`config.mk`:
```
export PLATFORM = sky130hd
export DESIGN_NAME = uart_chan
export DESIGN_NICKNAME = d
export VERILOG_FILES = /design/src/rtl/uart_chan_pkg.sv /design/src/rtl/uart_baud.sv /design/src/rtl/uart_tx.sv /design/src/rtl/uart_rx.sv /design/src/rtl/uart_chan.sv
export SDC_FILE = /design/constraint.sdc
export NUM_CORES = 1
export LEC_CHECK = 0
export CAP_MARGIN = 40
export CORE_MARGIN = 5
export CORE_UTILIZATION = 40
export CTS_BUF_LIST = sky130_fd_sc_hd__clkbuf_8 sky130_fd_sc_hd__clkbuf_16
export DETAILED_ROUTE_END_ITERATION = 10
export PLACE_DENSITY = 0.61
export SLEW_MARGIN = 25
export SYNTH_ARGS = -nofsm -noshare
export SYNTH_HDL_FRONTEND = slang
export SYNTH_HIERARCHICAL = 1
export SYNTH_SLANG_ARGS = --single-unit
```
`constraint.sdc`:
```
create_clock -name clk_i -period 5.15 [get_ports clk_i]
set_input_delay 1.03 -clock clk_i [delete_from_list [all_inputs] [get_ports clk_i]]
set_output_delay 1.03 -clock clk_i [all_outputs]
set_load 0.02 [all_outputs]
```
`src/rtl/uart_chan_pkg.sv`:
```
package uart_chan_pkg;
  localparam int DATA_W = 8;

  typedef enum logic [1:0] {
    REG_DATA  = 2'd0,
    REG_STAT  = 2'd1,
    REG_CTRL  = 2'd2,
    REG_SCALE = 2'd3
  } reg_sel_e;

  // packed MSB first: bit 7 loop_en .. bit 0 rx_en
  typedef struct packed {
    logic loop_en;
    logic flow_en;
    logic par_en;
    logic par_odd;
    logic tx_ie;
    logic rx_ie;
    logic tx_en;
    logic rx_en;
  } ctrl_t;
endpackage

```
`src/rtl/uart_baud.sv`:
```
module uart_baud #(
  parameter int SCALE_W = 12
) (
  input  logic               clk_i,
  input  logic               rst_ni,
  input  logic [SCALE_W-1:0] scale_i,
  output logic               tick_o
);
  logic [SCALE_W-1:0] cnt_q;

  always_ff @(posedge clk_i or negedge rst_ni) begin
    if (!rst_ni) begin
      cnt_q  <= '0;
      tick_o <= 1'b0;
    end else if (cnt_q == '0) begin
      cnt_q  <= scale_i;
      tick_o <= 1'b1;
    end else begin
      cnt_q  <= cnt_q - 1'b1;
      tick_o <= 1'b0;
    end
  end
endmodule

```
`src/rtl/uart_tx.sv`:
```
module uart_tx #(
  parameter int DATA_W = 8
) (
  input  logic              clk_i,
  input  logic              rst_ni,
  input  logic              tick_i,
  input  logic              en_i,
  input  logic              par_en_i,
  input  logic              par_odd_i,
  input  logic              flow_en_i,
  input  logic              cts_i,
  input  logic              wr_i,
  input  logic [DATA_W-1:0] wdata_i,
  output logic              line_o,
  output logic              thr_empty_o,
  output logic              tsr_empty_o,
  output logic              load_o
);
  localparam int FRAME_W = DATA_W + 3;
  localparam int CNT_W   = $clog2(FRAME_W + 1);

  logic [DATA_W-1:0]  thr_q;
  logic               full_q, busy_q;
  logic [FRAME_W-1:0] sh_q;
  logic [CNT_W-1:0]   left_q;
  logic [2:0]         sub_q;
  logic               par_bit, start;

  assign par_bit = par_odd_i ? ~(^thr_q) : (^thr_q);
  assign start   = tick_i & ~busy_q & full_q & en_i & (~flow_en_i | cts_i);

  always_ff @(posedge clk_i or negedge rst_ni) begin
    if (!rst_ni) begin
      thr_q  <= '0;
      full_q <= 1'b0;
      busy_q <= 1'b0;
      sh_q   <= '1;
      left_q <= '0;
      sub_q  <= '0;
      load_o <= 1'b0;
    end else begin
      load_o <= 1'b0;
      if (wr_i && !full_q) begin
        thr_q  <= wdata_i;
        full_q <= 1'b1;
      end
      if (start) begin
        sh_q   <= par_en_i ? {1'b1, par_bit, thr_q, 1'b0} : {2'b11, thr_q, 1'b0};
        left_q <= par_en_i ? CNT_W'(FRAME_W) : CNT_W'(FRAME_W - 1);
        sub_q  <= '0;
        busy_q <= 1'b1;
        full_q <= 1'b0;
        load_o <= 1'b1;
      end else if (busy_q && tick_i) begin
        sub_q <= sub_q + 1'b1;
        if (sub_q == 3'd7) begin
          sh_q   <= {1'b1, sh_q[FRAME_W-1:1]};
          left_q <= left_q - 1'b1;
          if (left_q == CNT_W'(1)) busy_q <= 1'b0;
        end
      end
    end
  end

  assign line_o      = busy_q ? sh_q[0] : 1'b1;
  assign thr_empty_o = ~full_q;
  assign tsr_empty_o = ~busy_q;


  cts_block_chk: assert property (@(posedge clk_i) disable iff (!rst_ni)
    $rose(busy_q) |-> $past(!flow_en_i || cts_i));

  hold_drop_chk: assert property (@(posedge clk_i) disable iff (!rst_ni)
    (wr_i && full_q) |=> $stable(thr_q));
endmodule

```
`src/rtl/uart_rx.sv`:
```
module uart_rx #(
  parameter int DATA_W = 8
) (
  input  logic              clk_i,
  input  logic              rst_ni,
  input  logic              tick_i,
  input  logic              en_i,
  input  logic              line_i,
  input  logic              par_en_i,
  input  logic              par_odd_i,
  output logic              done_o,
  output logic [DATA_W-1:0] data_o,
  output logic              perr_o,
  output logic              ferr_o,
  output logic              brk_o
);
  localparam int IDX_W = $clog2(DATA_W + 3);

  logic              run_q, hold_q, pbit_q;
  logic [2:0]        sub_q;
  logic [IDX_W-1:0]  idx_q, last_idx;
  logic [DATA_W-1:0] sh_q;
  logic              exp_par, brk_cond;

  assign last_idx = par_en_i ? IDX_W'(DATA_W + 2) : IDX_W'(DATA_W + 1);
  assign exp_par  = par_odd_i ? ~(^sh_q) : (^sh_q);
  assign brk_cond = ~line_i & (sh_q == '0) & (~par_en_i | ~pbit_q);

  always_ff @(posedge clk_i or negedge rst_ni) begin
    if (!rst_ni) begin
      run_q  <= 1'b0;
      hold_q <= 1'b0;
      pbit_q <= 1'b0;
      sub_q  <= '0;
      idx_q  <= '0;
      sh_q   <= '0;
      done_o <= 1'b0;
      data_o <= '0;
      perr_o <= 1'b0;
      ferr_o <= 1'b0;
      brk_o  <= 1'b0;
    end else begin
      done_o <= 1'b0;
      if (!en_i) begin
        run_q  <= 1'b0;
        hold_q <= 1'b0;
      end else if (tick_i) begin
        if (!run_q) begin
          if (hold_q) begin
            if (line_i) hold_q <= 1'b0;
          end else if (!line_i) begin
            run_q <= 1'b1;
            sub_q <= '0;
            idx_q <= '0;
          end
        end else begin
          sub_q <= sub_q + 1'b1;
          if (sub_q == 3'd3) begin       // mid-bit
            idx_q <= idx_q + 1'b1;
            if (idx_q == '0) begin
              if (line_i) run_q <= 1'b0;  // false start
            end else if (idx_q <= IDX_W'(DATA_W)) begin
              sh_q <= {line_i, sh_q[DATA_W-1:1]};
            end else if (idx_q == last_idx) begin
              run_q  <= 1'b0;
              hold_q <= ~line_i;
              done_o <= 1'b1;
              data_o <= sh_q;
              perr_o <= par_en_i & (pbit_q ^ exp_par);
              brk_o  <= brk_cond;
              ferr_o <= ~line_i & ~brk_cond;
            end else begin
              pbit_q <= line_i;
            end
          end
        end
      end
    end
  end


  done_src_chk: assert property (@(posedge clk_i) disable iff (!rst_ni)
    done_o |-> $past(run_q));

  brk_ferr_chk: assert property (@(posedge clk_i) disable iff (!rst_ni)
    done_o |-> !(brk_o && ferr_o));
endmodule

```
`src/rtl/uart_chan.sv`:
```
module uart_chan
  import uart_chan_pkg::*;
#(
  parameter int SCALE_W = 12
) (
  input  logic        clk_i,
  input  logic        rst_ni,
  input  logic [1:0]  addr_i,
  input  logic        wr_i,
  input  logic        rd_i,
  input  logic [31:0] wdata_i,
  output logic [31:0] rdata_o,
  input  logic        rxd_i,
  input  logic        cts_i,
  output logic        txd_o,
  output logic        rts_o,
  output logic        irq_o
);
  ctrl_t              ctrl_q;
  logic [SCALE_W-1:0] scale_q;
  logic [DATA_W-1:0]  rbr_q, rx_data;
  logic               dr_q, ovr_q, perr_q, ferr_q, brk_q;
  logic [1:0]         rxd_sync_q;
  logic               tick, tx_line, rx_line, thr_empty, tsr_empty, tx_load;
  logic               rx_done, rx_perr, rx_ferr, rx_brk;
  logic               rd_clr, stat_wr, rx_accept;

  assign rd_clr    = rd_i && (addr_i == REG_DATA);
  assign stat_wr   = wr_i && (addr_i == REG_STAT);
  assign rx_accept = rx_done & ~rx_brk & ~(dr_q & ~rd_clr);
  assign rx_line   = ctrl_q.loop_en ? tx_line : rxd_sync_q[1];

  uart_baud #(.SCALE_W(SCALE_W)) u_baud (
    .clk_i, .rst_ni, .scale_i(scale_q), .tick_o(tick)
  );

  uart_tx #(.DATA_W(DATA_W)) u_tx (
    .clk_i, .rst_ni, .tick_i(tick), .en_i(ctrl_q.tx_en),
    .par_en_i(ctrl_q.par_en), .par_odd_i(ctrl_q.par_odd),
    .flow_en_i(ctrl_q.flow_en), .cts_i,
    .wr_i(wr_i && (addr_i == REG_DATA)), .wdata_i(wdata_i[DATA_W-1:0]),
    .line_o(tx_line), .thr_empty_o(thr_empty), .tsr_empty_o(tsr_empty),
    .load_o(tx_load)
  );

  uart_rx #(.DATA_W(DATA_W)) u_rx (
    .clk_i, .rst_ni, .tick_i(tick), .en_i(ctrl_q.rx_en), .line_i(rx_line),
    .par_en_i(ctrl_q.par_en), .par_odd_i(ctrl_q.par_odd),
    .done_o(rx_done), .data_o(rx_data), .perr_o(rx_perr),
    .ferr_o(rx_ferr), .brk_o(rx_brk)
  );

  always_ff @(posedge clk_i or negedge rst_ni) begin
    if (!rst_ni) begin
      ctrl_q     <= '0;
      scale_q    <= '0;
      rbr_q      <= '0;
      dr_q       <= 1'b0;
      ovr_q      <= 1'b0;
      perr_q     <= 1'b0;
      ferr_q     <= 1'b0;
      brk_q      <= 1'b0;
      rxd_sync_q <= 2'b11;
      irq_o      <= 1'b0;
    end else begin
      rxd_sync_q <= {rxd_sync_q[0], rxd_i};
      if (wr_i && addr_i == REG_CTRL)  ctrl_q  <= ctrl_t'(wdata_i[7:0]);
      if (wr_i && addr_i == REG_SCALE) scale_q <= wdata_i[SCALE_W-1:0];
      if (rd_clr) dr_q <= 1'b0;
      if (stat_wr) begin
        ovr_q  <= 1'b0;
        perr_q <= 1'b0;
        ferr_q <= 1'b0;
        brk_q  <= 1'b0;
      end
      // error set wins over a same-cycle clear
      if (rx_done) begin
        if (rx_brk) brk_q <= 1'b1;
        else if (!rx_accept) ovr_q <= 1'b1;
        else begin
          rbr_q <= rx_data;
          dr_q  <= 1'b1;
          if (rx_perr) perr_q <= 1'b1;
          if (rx_ferr) ferr_q <= 1'b1;
        end
      end
      irq_o <= (rx_accept & ctrl_q.rx_ie) | (tx_load & ctrl_q.tx_ie);
    end
  end

  always_comb begin
    rdata_o = '0;
    unique case (reg_sel_e'(addr_i))
      REG_DATA:  rdata_o[DATA_W-1:0]  = rbr_q;
      REG_STAT:  rdata_o[6:0]         = {ferr_q, perr_q, ovr_q, brk_q, thr_empty, tsr_empty, dr_q};
      REG_CTRL:  rdata_o[7:0]         = ctrl_q;
      REG_SCALE: rdata_o[SCALE_W-1:0] = scale_q;
      default:   rdata_o = '0;
    endcase
  end

  assign txd_o = ctrl_q.loop_en | tx_line;
  assign rts_o = ~ctrl_q.flow_en | (ctrl_q.rx_en & ~dr_q);


  ovr_src_chk: assert property (@(posedge clk_i) disable iff (!rst_ni)
    $rose(ovr_q) |-> $past(dr_q));

  irq_en_chk: assert property (@(posedge clk_i) disable iff (!rst_ni)
    irq_o |-> $past(ctrl_q.rx_ie || ctrl_q.tx_ie));

  irq_pulse_chk: assert property (@(posedge clk_i) disable iff (!rst_ni)
    irq_o |=> !irq_o);

  brk_nodata_chk: assert property (@(posedge clk_i) disable iff (!rst_ni)
    $rose(brk_q) |-> !$rose(dr_q));
endmodule

```
### Word level (Yosys, flattened, before mapping)

Index checks and enable logic that the tools add are counted.
Widths: inputs -> output; s select.

| cells by class | value |
|---|---|
| add/subtract/negate cells | 5 |
| order comparisons | 1 |
| equal/unequal tests | 15 |
| mux-type cells | 79 |
| bitwise operators | 36 |
| reduce and logical (&&, ||, !) cells | 27 |

Operators with widths:

| operator | number |
|---|---|
| $mux 1 | 58 |
| $mux 11 | 3 |
| $mux 4 | 8 |
| $pmux 7 s4 | 1 |
| $not 1->1 | 16 |
| $reduce_xor 8->1 | 2 |
| $mux 3 | 5 |
| $and 1x1->1 | 14 |
| $reduce_and 7->1 | 2 |
| $logic_not 12->1 | 1 |
| $mux 12 | 1 |
| $ne 3x3->1 const B | 4 |
| $sub 12x1->12 const B | 1 |
| $mux 10 | 1 |
| $reduce_and 5->1 | 2 |
| $logic_not 8->1 | 1 |
| $reduce_bool 2->1 | 4 |
| $logic_and 1x1->1 | 7 |
| $add 3x1->3 const B | 2 |
| $reduce_and 3->1 | 2 |
| $reduce_and 6->1 | 1 |
| $or 1x1->1 | 5 |
| $add 4x1->4 const B | 1 |
| $eq 2x2->1 const B | 2 |
| 17 further kinds | 19 |

| word-level totals | value |
|---|---|
| flip-flop bits (word level) | 108 |
| input bits | 40 |
| word-level logic and storage cells | 200 |

### Longest topological paths before layout

Gate-level depths: netlist (run 1).

| depth | value |
|---|---|
| word-level depth | 10 |
| mapped depth | 7 |
| depth with buffers taken out | 6 |

### By module

The synthesis (run 1) kept the hierarchy.

By module, submodules not included:

| module | instances | cells each | area an instance (sq um) | seq. area each (sq um) |
|---|---|---|---|---|
| uart_chan | 1 | 124 | 1,784.2 | 903.4 |
| uart_rx | 1 | 139 | 1,524.0 | 750.7 |
| uart_tx | 1 | 114 | 1,347.5 | 713.2 |
| uart_baud | 1 | 73 | 706.9 | 325.3 |

### Least setup slack after synthesis (run 1)

Ideal clock, no wire load.

| path | value |
|---|---|
| path kind | input port to output port |
| from | input port addr_i[0] |
| to | output port rdata_o[1] |
| arrival time | 1.933 ns |
| data required time | 4.120 ns |
| slack | 2.187 ns |
| cell stages on the path | 3 |
| buffers on the path | 2 |
| path through | buf_6 > buf_2 > mux4_2 |

| on the way | value |
|---|---|
| word-level cells in the longest chain between the ends | 2 |

RTL lines:

| item | RTL line | source |
|---|---|---|
| start, declared | uart_chan.sv:8 | `input logic [1:0] addr_i,` |
| $eq 2x2->1, or another cell as far along | uart_chan.sv:93 | `unique case (reg_sel_e'(addr_i))` |
| $pmux 7 s4 * | uart_chan.sv:93 |  |
| end, declared | uart_chan.sv:12 | `output logic [31:0] rdata_o,` |

Every way passes the cells marked *; elsewhere a longest branch is shown, timed or not.

### Final worst setup path (run 1)

| path | value |
|---|---|
| from | input port addr_i[0] |
| to | output port rdata_o[0] |

The elaborated chain is that of the path after synthesis.

==> results by group, run 1 <==
Placement
  • Port-buffer cells: 34
  • Placed Cells incl. Taps: 644
  • Worst slack, placed: around 0.81 ns
  • GPL Wtd Cong: approximately 0.77
  • DP Area: approximately 5800 um^2
  • HPWL after DPL: about 7.6 mm

Worst setup path
  • Setup crit start kind: input pin
  • Crit end category: primary output
  • Reg2Reg Setup Slack: slightly below 3 ns
  • Worst setup path class: input pin to primary output
  • Crit path cell chain: clkdlybuf4s50_1, buf_8, mux4_2, clkdlybuf4s50_1
  • Critical Path Fanout Max: 11
  • CP max-delay cell: clkdlybuf4s50_1
  • WP data required: ~4 ns
  • Worst R2R Path Depth: 6
  • CP Buf/Inv Count: 3
  • Worst stage delay on the critical path: between 0.6 and 0.7 ns
  • RR Startpoint: u_baud/cnt_q[0]
  • Largest delay contributor family on the critical path: buffers and inverters
  • Reg2reg end: u_baud/cnt_q[7]
  • Arr. time, crit path: around 3.0 ns
  • Top cell by count, worst path: clkdlybuf4s50_1

Die
  • I/O pins: 75
  • Initial core utilization: 40.7%
  • Height of the chip: around 130 um
  • Core Area: 13200 um^2
  • Die Wd: around 130 um
  • # rows: between 40 and 50
  • Die footprint: about 16000 um^2

Timing
  • Fmax: approximately 0.25 GHz
  • Slew Viols, Final: 0
  • Final setup vio count: 0
  • Fin Clk Skew: between 0.008 and 0.009 ns
  • Rel. slew slack: 43.5%
  • Final hold vios: 0
  • Worst-Margin Slew: around 0.85 ns
  • Worst Hold Slack: 0.360 ns
  • Worst setup margin: around 1.1 ns
  • Min cycle time layout: 4.04 ns
  • RSZ-0062 raised after global routing: no
  • Final setup TNS: 0 ns
  • Period utilization: between 70% and 80%

Global route
  • Initial antenna violation count: 0
  • Vias in the first global route: 3340
  • Gr ovfl total: 0
  • Largest net degree at the start of global routing: between 40 and 50
  • First-pass GRT wire length: ~17 mm
  • All-Layer GR Usage: between 10% and 20%

Clocking
  • CTS Buffer Depth: 2
  • H-tree depth: 3
  • Hold_buf cts: 0
  • Clk sinks: about 110
  • Clock Latency Late Sink: between 0.3 and 0.4 ns
  • CTS buffer count: 9
  • Post-CTS Resized: 0
  • CTS tree: built
  • Number of setup buffers added after CTS: 0
  • Worst-path clk slew: ~0.070 ns
  • Clock root buffer: clkbuf_16

Pwr
  • Final Power: 2.10 mW
  • Net Sw Power: roughly 600 uW
  • Leak: between 2 and 3 nW
  • Pwr Density: around 350 nW/um^2
  • Sequential Power Share: 50.1%
  • Peak VDD IR: about 0.18 mV
  • Clk pwr share: between 30% and 40%
  • Switching Share: ~28%
  • Comb pwr share: between 15 and 20%
  • Pint: ~1.5 mW

Synth
  • Yosys reg bits: ~110
  • Synth top area cells: dfrtp_1, mux2_2, dfstp_2
  • Count of different cell masters after synthesis: a little under 60
  • Top-area cell type share of the netlist area: approximately 44%
  • Post-synth design cell area: about 5400 um^2
  • Syn Inst Count: between 400 and 500
  • Sequential share of the synthesized area: between 50% and 60%
  • Leading area contributor after synthesis: dfrtp_1
  • Number of synthesized flops with an enable pin: 0
  • Ys flop type: dfrtp_1
  • Synth Warn #: 6
  • Syn avg cell area: 11.9 um^2
  • Async S/R FF share, synth: between 90% and 100%

Detailed routing
  • Iteration-0 DRC Markers: roughly 240
  • Routed Antenna Nets: 0
  • Total number of vias: around 3300
  • Pre-antenna DRT Iters: 6
  • Wire length per cell: around 16 um
  • DRT Wirelength: 10.6 mm
  • Via/cell ratio: approximately 5
  • Post-route DRC: 0

Cells and area
  • Layout overhead on the synthesized area: 13.6%
  • Ant. Diodes: 0
  • Layout cells sized above 1: a little over a fifth
  • Filler instances: 1205
  • Final Non-Filler Cells: between 600 and 700
  • Fin nets: between 500 and 600
  • Fin util: roughly 46%
  • Final Instance Area: about 6100 um^2

Min path
  • Hold path cells: 0
  • Hold Path Sink: rxd_sync_q[1]
  • Worst Hold Launch: rxd_sync_q[0]
  • HP Class: flip-flop to flip-flop

Run status
  • Status: completed

Run
  • Max Cap Viol: 0
## cells in the final DEF, fill, tap and decap left out, types with 12 or more instances in the layout
master	synthesis	routed
dfrtp_1	95	95
nand2_1	35	35
mux2_2	34	34
clkdlybuf4s50_1	0	33
nor2_1	24	24
inv_1	22	24
conb_1	1	20
xnor2_1	17	17
mux2i_1	17	17
a21oi_1	17	16
o21ai_0	15	15
ha_1	14	14
dfstp_2	12	12
## worst max path at each step
stage          startpoint         end  slack (ns)  cells after the start
5_1_grt         addr_i[1]  rdata_o[0]        1.02                      3
6_report        addr_i[0]  rdata_o[0]        1.11                      4
4_1_cts         addr_i[0]  rdata_o[0]        0.80                      3
3_3_place_gp    addr_i[0]  rdata_o[1]        0.85                      3
3_5_place_dp    addr_i[0]  rdata_o[0]        0.81                      3
2_1_floorplan   addr_i[0]  rdata_o[1]        2.19                      3
## power groups by stage
stage / Clock, mW / Sequential [mW] / Combinational [mW]
3_3_place_gp: 0 / 1.07 / 0.375
6_report: 0.665 / 1.05 / 0.385
2_1_floorplan: 0 / 1.03 / 0.297
4_1_cts: 0.684 / 1.06 / 0.388
5_1_grt: 0.717 / 1.07 / 0.422
3_5_place_dp: 0 / 1.07 / 0.385
## area by class of cell
type / count / area (um^2) / area share [%]
timing repair buffer: 39 / 414 / 6.80
clock buffer: 11 / 253 / 4.15
multi-input combinational: 303 / 2390 / 39.3
clock inverter: 5 / 36.3 / 0.596
tap: 176 / 220 / 3.61
inverter: 22 / 82.6 / 1.36
sequential: 107 / 2690 / 44.2
## kinds of logic after synthesis
logic type                 Yosys count  share of synthesized area [%]
AOI/OAI and AO/OA                   65                           8.21
xor gates and xnor gates            26                           4.64
adders and majority gates           14                           3.27
buffers and inverters               59                           6.70
DFF                                107                           50.2
muxes                               65                           15.2
other                                1                         0.0699
and+or+nand+nor                    113                           11.7
## cells in the mapped netlist, drive strengths merged, types with 2 or more instances
library cell	instances
a21oi	18
xor2	7
dfrtp	95
buf	33
clkbuf	4
inv	22
or3	3
nand4	2
or3b	2
mux4	7
a22o	8
nor4	4
o21ai	25
mux2i	17
nand2b	4
ha	14
nand3b	3
xnor2	18
and3	8
mux2	41
dfstp	12
nor3b	3
nor2	24
nand2	35
a21o	2
nand3	11
nor4b	3
nor3	3
o31ai	3
## sequential cells by signal, summed over array words and instances (netlist names), 2 cells and up
signal,cells
u_rx/data_o,8
u_rx/sh_q,8
rxd_sync_q,2
u_tx/sub_q,3
rbr_q,8
u_baud/cnt_q,12
u_rx/idx_q,4
ctrl_q,8
u_tx/left_q,4
scale_q,12
u_tx/thr_q,8
u_tx/sh_q,10
u_rx/sub_q,3
## per-layer routing
metal  vias to the layer above  global-route usage (%)  part of all wire (%)  wire length [um]
li1                       1595                       -                     -                 -
met1                      1645                    18.3                    47              4990
met2                        53                    22.8                    48              5110
met3                        12                    2.16                   2.8               295
met4                         0                    5.68                   1.6               174
met5                         -                       0                     0                 0
No activity file was read; power rests on OpenSTA's default activity.
==> run 2, diff against run 1 <==
--- a/config.mk
+++ b/config.mk
@@ -10,7 +10,7 @@
 export CORE_UTILIZATION = 40
 export CTS_BUF_LIST = sky130_fd_sc_hd__clkbuf_8 sky130_fd_sc_hd__clkbuf_16
 export DETAILED_ROUTE_END_ITERATION = 10
-export PLACE_DENSITY = 0.61
+export PLACE_DENSITY = 0.64
 export SLEW_MARGIN = 25
 export SYNTH_ARGS = -nofsm -noshare
 export SYNTH_HDL_FRONTEND = slang
==> constraint.sdc (replaced) <==
create_clock -name clk_i -period 3.2 [get_ports clk_i]
set_input_delay 0.64 -clock clk_i [delete_from_list [all_inputs] [get_ports clk_i]]
set_output_delay 0.64 -clock clk_i [all_outputs]
set_load 0.02 [all_outputs]
==> run 2 against run 1 <==
Core utilization about the same; wire length down 0.41%; power up 61%; largest cell class unchanged; highest routed layer unchanged.
==> results by group, run 2 (synthesis gave the netlist of run 1 again) <==
Worst setup path
  • Critical Path Fanout Max: 18 (+7)
  • Setup crit start kind: input pin
  • Crit end category: primary output
  • WP data required: 2.56 ns (-1.56 ns)
  • Worst R2R Path Depth: 6 (unchanged)
  • Worst setup path class: input pin to primary output
  • Arr. time, crit path: 2.43 ns (-0.58 ns)

Die
  • Core Area: 13200 um^2 (unchanged)
  • Die footprint: 15800 um^2 (unchanged)
  • Die Wd: 126 um (unchanged)
  • # rows: 42 (unchanged)
  • Initial core utilization: 40.7% (unchanged)
  • Height of the chip: 126 um (unchanged)
  • I/O pins: 75 (unchanged)

Timing
  • Worst-Margin Slew: 0.696 ns (-0.149 ns)
  • Min cycle time layout: just over 3 ns
  • Fmax: between 0.3 and 0.4 GHz
  • Rel. slew slack: 53.5% (+9.9 points)
  • Final hold vios: 0 (unchanged)
  • Period utilization: 95.9%
  • RSZ-0062 raised after global routing: no
  • Final setup vio count: 0 (unchanged)
  • Final setup TNS: 0 ns (unchanged)
  • Fin Clk Skew: 0.00699 ns (-0.00147 ns)
  • Slew Viols, Final: 0 (unchanged)
  • Worst Hold Slack: 0.263 ns (-0.0970 ns)

Clocking
  • CTS buffer count: 9 (unchanged)
  • H-tree depth: 3 (unchanged)
  • CTS Buffer Depth: 2 (unchanged)
  • Number of setup buffers added after CTS: 0 (unchanged)
  • CTS tree: built
  • Worst-path clk slew: 0.07 ns (about the same)
  • Clock root buffer: clkbuf_16
  • Clock Latency Late Sink: 0.35 ns (about the same)
  • Clk sinks: 107 (unchanged)
  • Post-CTS Resized: 0 (unchanged)
  • Hold_buf cts: 0 (unchanged)

Detailed routing
  • Iteration-0 DRC Markers: 258 (+5.7%)
  • Post-route DRC: 0 (unchanged)
  • Wire length per cell: 15.8 um (-0.71%)
  • Via/cell ratio: 5.00 (+0.21%)
  • Pre-antenna DRT Iters: 4 (-2)
  • Routed Antenna Nets: 0 (unchanged)
  • DRT Wirelength: 10.5 mm (-0.41%)
  • Total number of vias: 3322 (+0.51%)

Placement
  • Placed Cells incl. Taps: 648 (+0.62%)
  • Port-buffer cells: 34 (unchanged)
  • HPWL after DPL: 7.66 mm (+1.2%)
  • GPL Wtd Cong: 0.787 (+1.6%)

Global route
  • Gr ovfl total: 0 (unchanged)
  • Vias in the first global route: 3273 (-2.0%)
  • Largest net degree at the start of global routing: 70 (+56%)
  • Initial antenna violation count: 0 (unchanged)
  • First-pass GRT wire length: 17.5 mm (+0.48%)
  • All-Layer GR Usage: 13.9% (+0.098 points)

Cells and area
  • Layout cells sized above 1: 21.9% (+0.73 points)
  • Most frequent cells in the layout: dfrtp_1, nand2_1, mux2_2
  • Fin util: 46.2% (about the same)
  • Commonest non-fill, non-tap cell in the layout: dfrtp_1
  • Final Non-Filler Cells: 665 (+0.30%)
  • Layout overhead on the synthesized area: 13.6% (about the same)
  • Ant. Diodes: 0 (unchanged)
  • Top flop regs: scale_q (12), u_baud/cnt_q (12), u_tx/sh_q (10)
  • Fin nets: 538 (+0.37%)

Pwr
  • Pwr Density: 555 nW/um^2 (+61%)
  • Final Power: 3.38 mW (+61%)
  • Peak VDD IR: 0.287 mV (+63%)
  • Leak: 2.72 nW (-0.27%)

Run
  • Max Cap Viol: 0 (unchanged)

Min path
  • HP Class: input pin to asynchronous set/reset pin

Run status
  • Status: completed
[run 2: path summary, 6_finish.rpt]
kind	slack, ns	from	to
setup / recovery	0.13	addr_i[0]	rdata_o[7]
hold / removal	0.26	rst_ni	u_rx/sub_q[1]
setup reg to reg	1.03	u_baud/cnt_q[0]	u_baud/cnt_q[5]
hold reg to reg	0.36	rxd_sync_q[0]	rxd_sync_q[1]
max in group asynchronous	2.20	rst_ni	u_baud/cnt_q[10]
min in group clk_i	0.36	rxd_sync_q[0]	rxd_sync_q[1]
[run 2: report_power, final]
group,total [mW],leakage (nW),switching (mW),internal (mW)
Clock,1.07,0.136,0.526,0.542
Sequential,1.70,1.35,0.188,1.51
Combinational,0.618,1.24,0.281,0.337
[run 2: final cells by class]
cell class,instances,area (um^2)
clock inverter,7,60.1
sequential,107,2690
inverter,22,82.6
timing repair buffer,41,423
multi-input combinational,303,2390
fill,1201,7100
tap,176,220
clock buffer,9,225
[run 2: routing by layer]
| metal | wire length, um | vias to the layer above | GRT usage [%] |
|---|---|---|---|
| met5 | 0 | - | 0 |
| met4 | 239 | 0 | 5.80 |
| met3 | 369 | 16 | 3.26 |
| met2 | 5040 | 57 | 21.6 |
| met1 | 4880 | 1641 | 18.9 |
| li1 | - | 1608 | - |
[run 2: stage by stage]
| step | setup slack (ns) | cell area, um^2 |
|---|---|---|
| floorplan | 1.02 | 5430 |
| global placement | 0.129 | 5790 |
| detailed placement | 0.129 | 5790 |
| CTS | 0.119 | 6070 |
| global route | 0.0629 | 6090 |
| finish | 0.132 | 6090 |
[run 2: worst max-delay path, stage by stage]
cell             delay, ns
clkdlybuf4s50_1       0.51
buf_12                0.17
mux2_2                0.34
a22o_1                0.22
clkdlybuf4s50_1       0.54
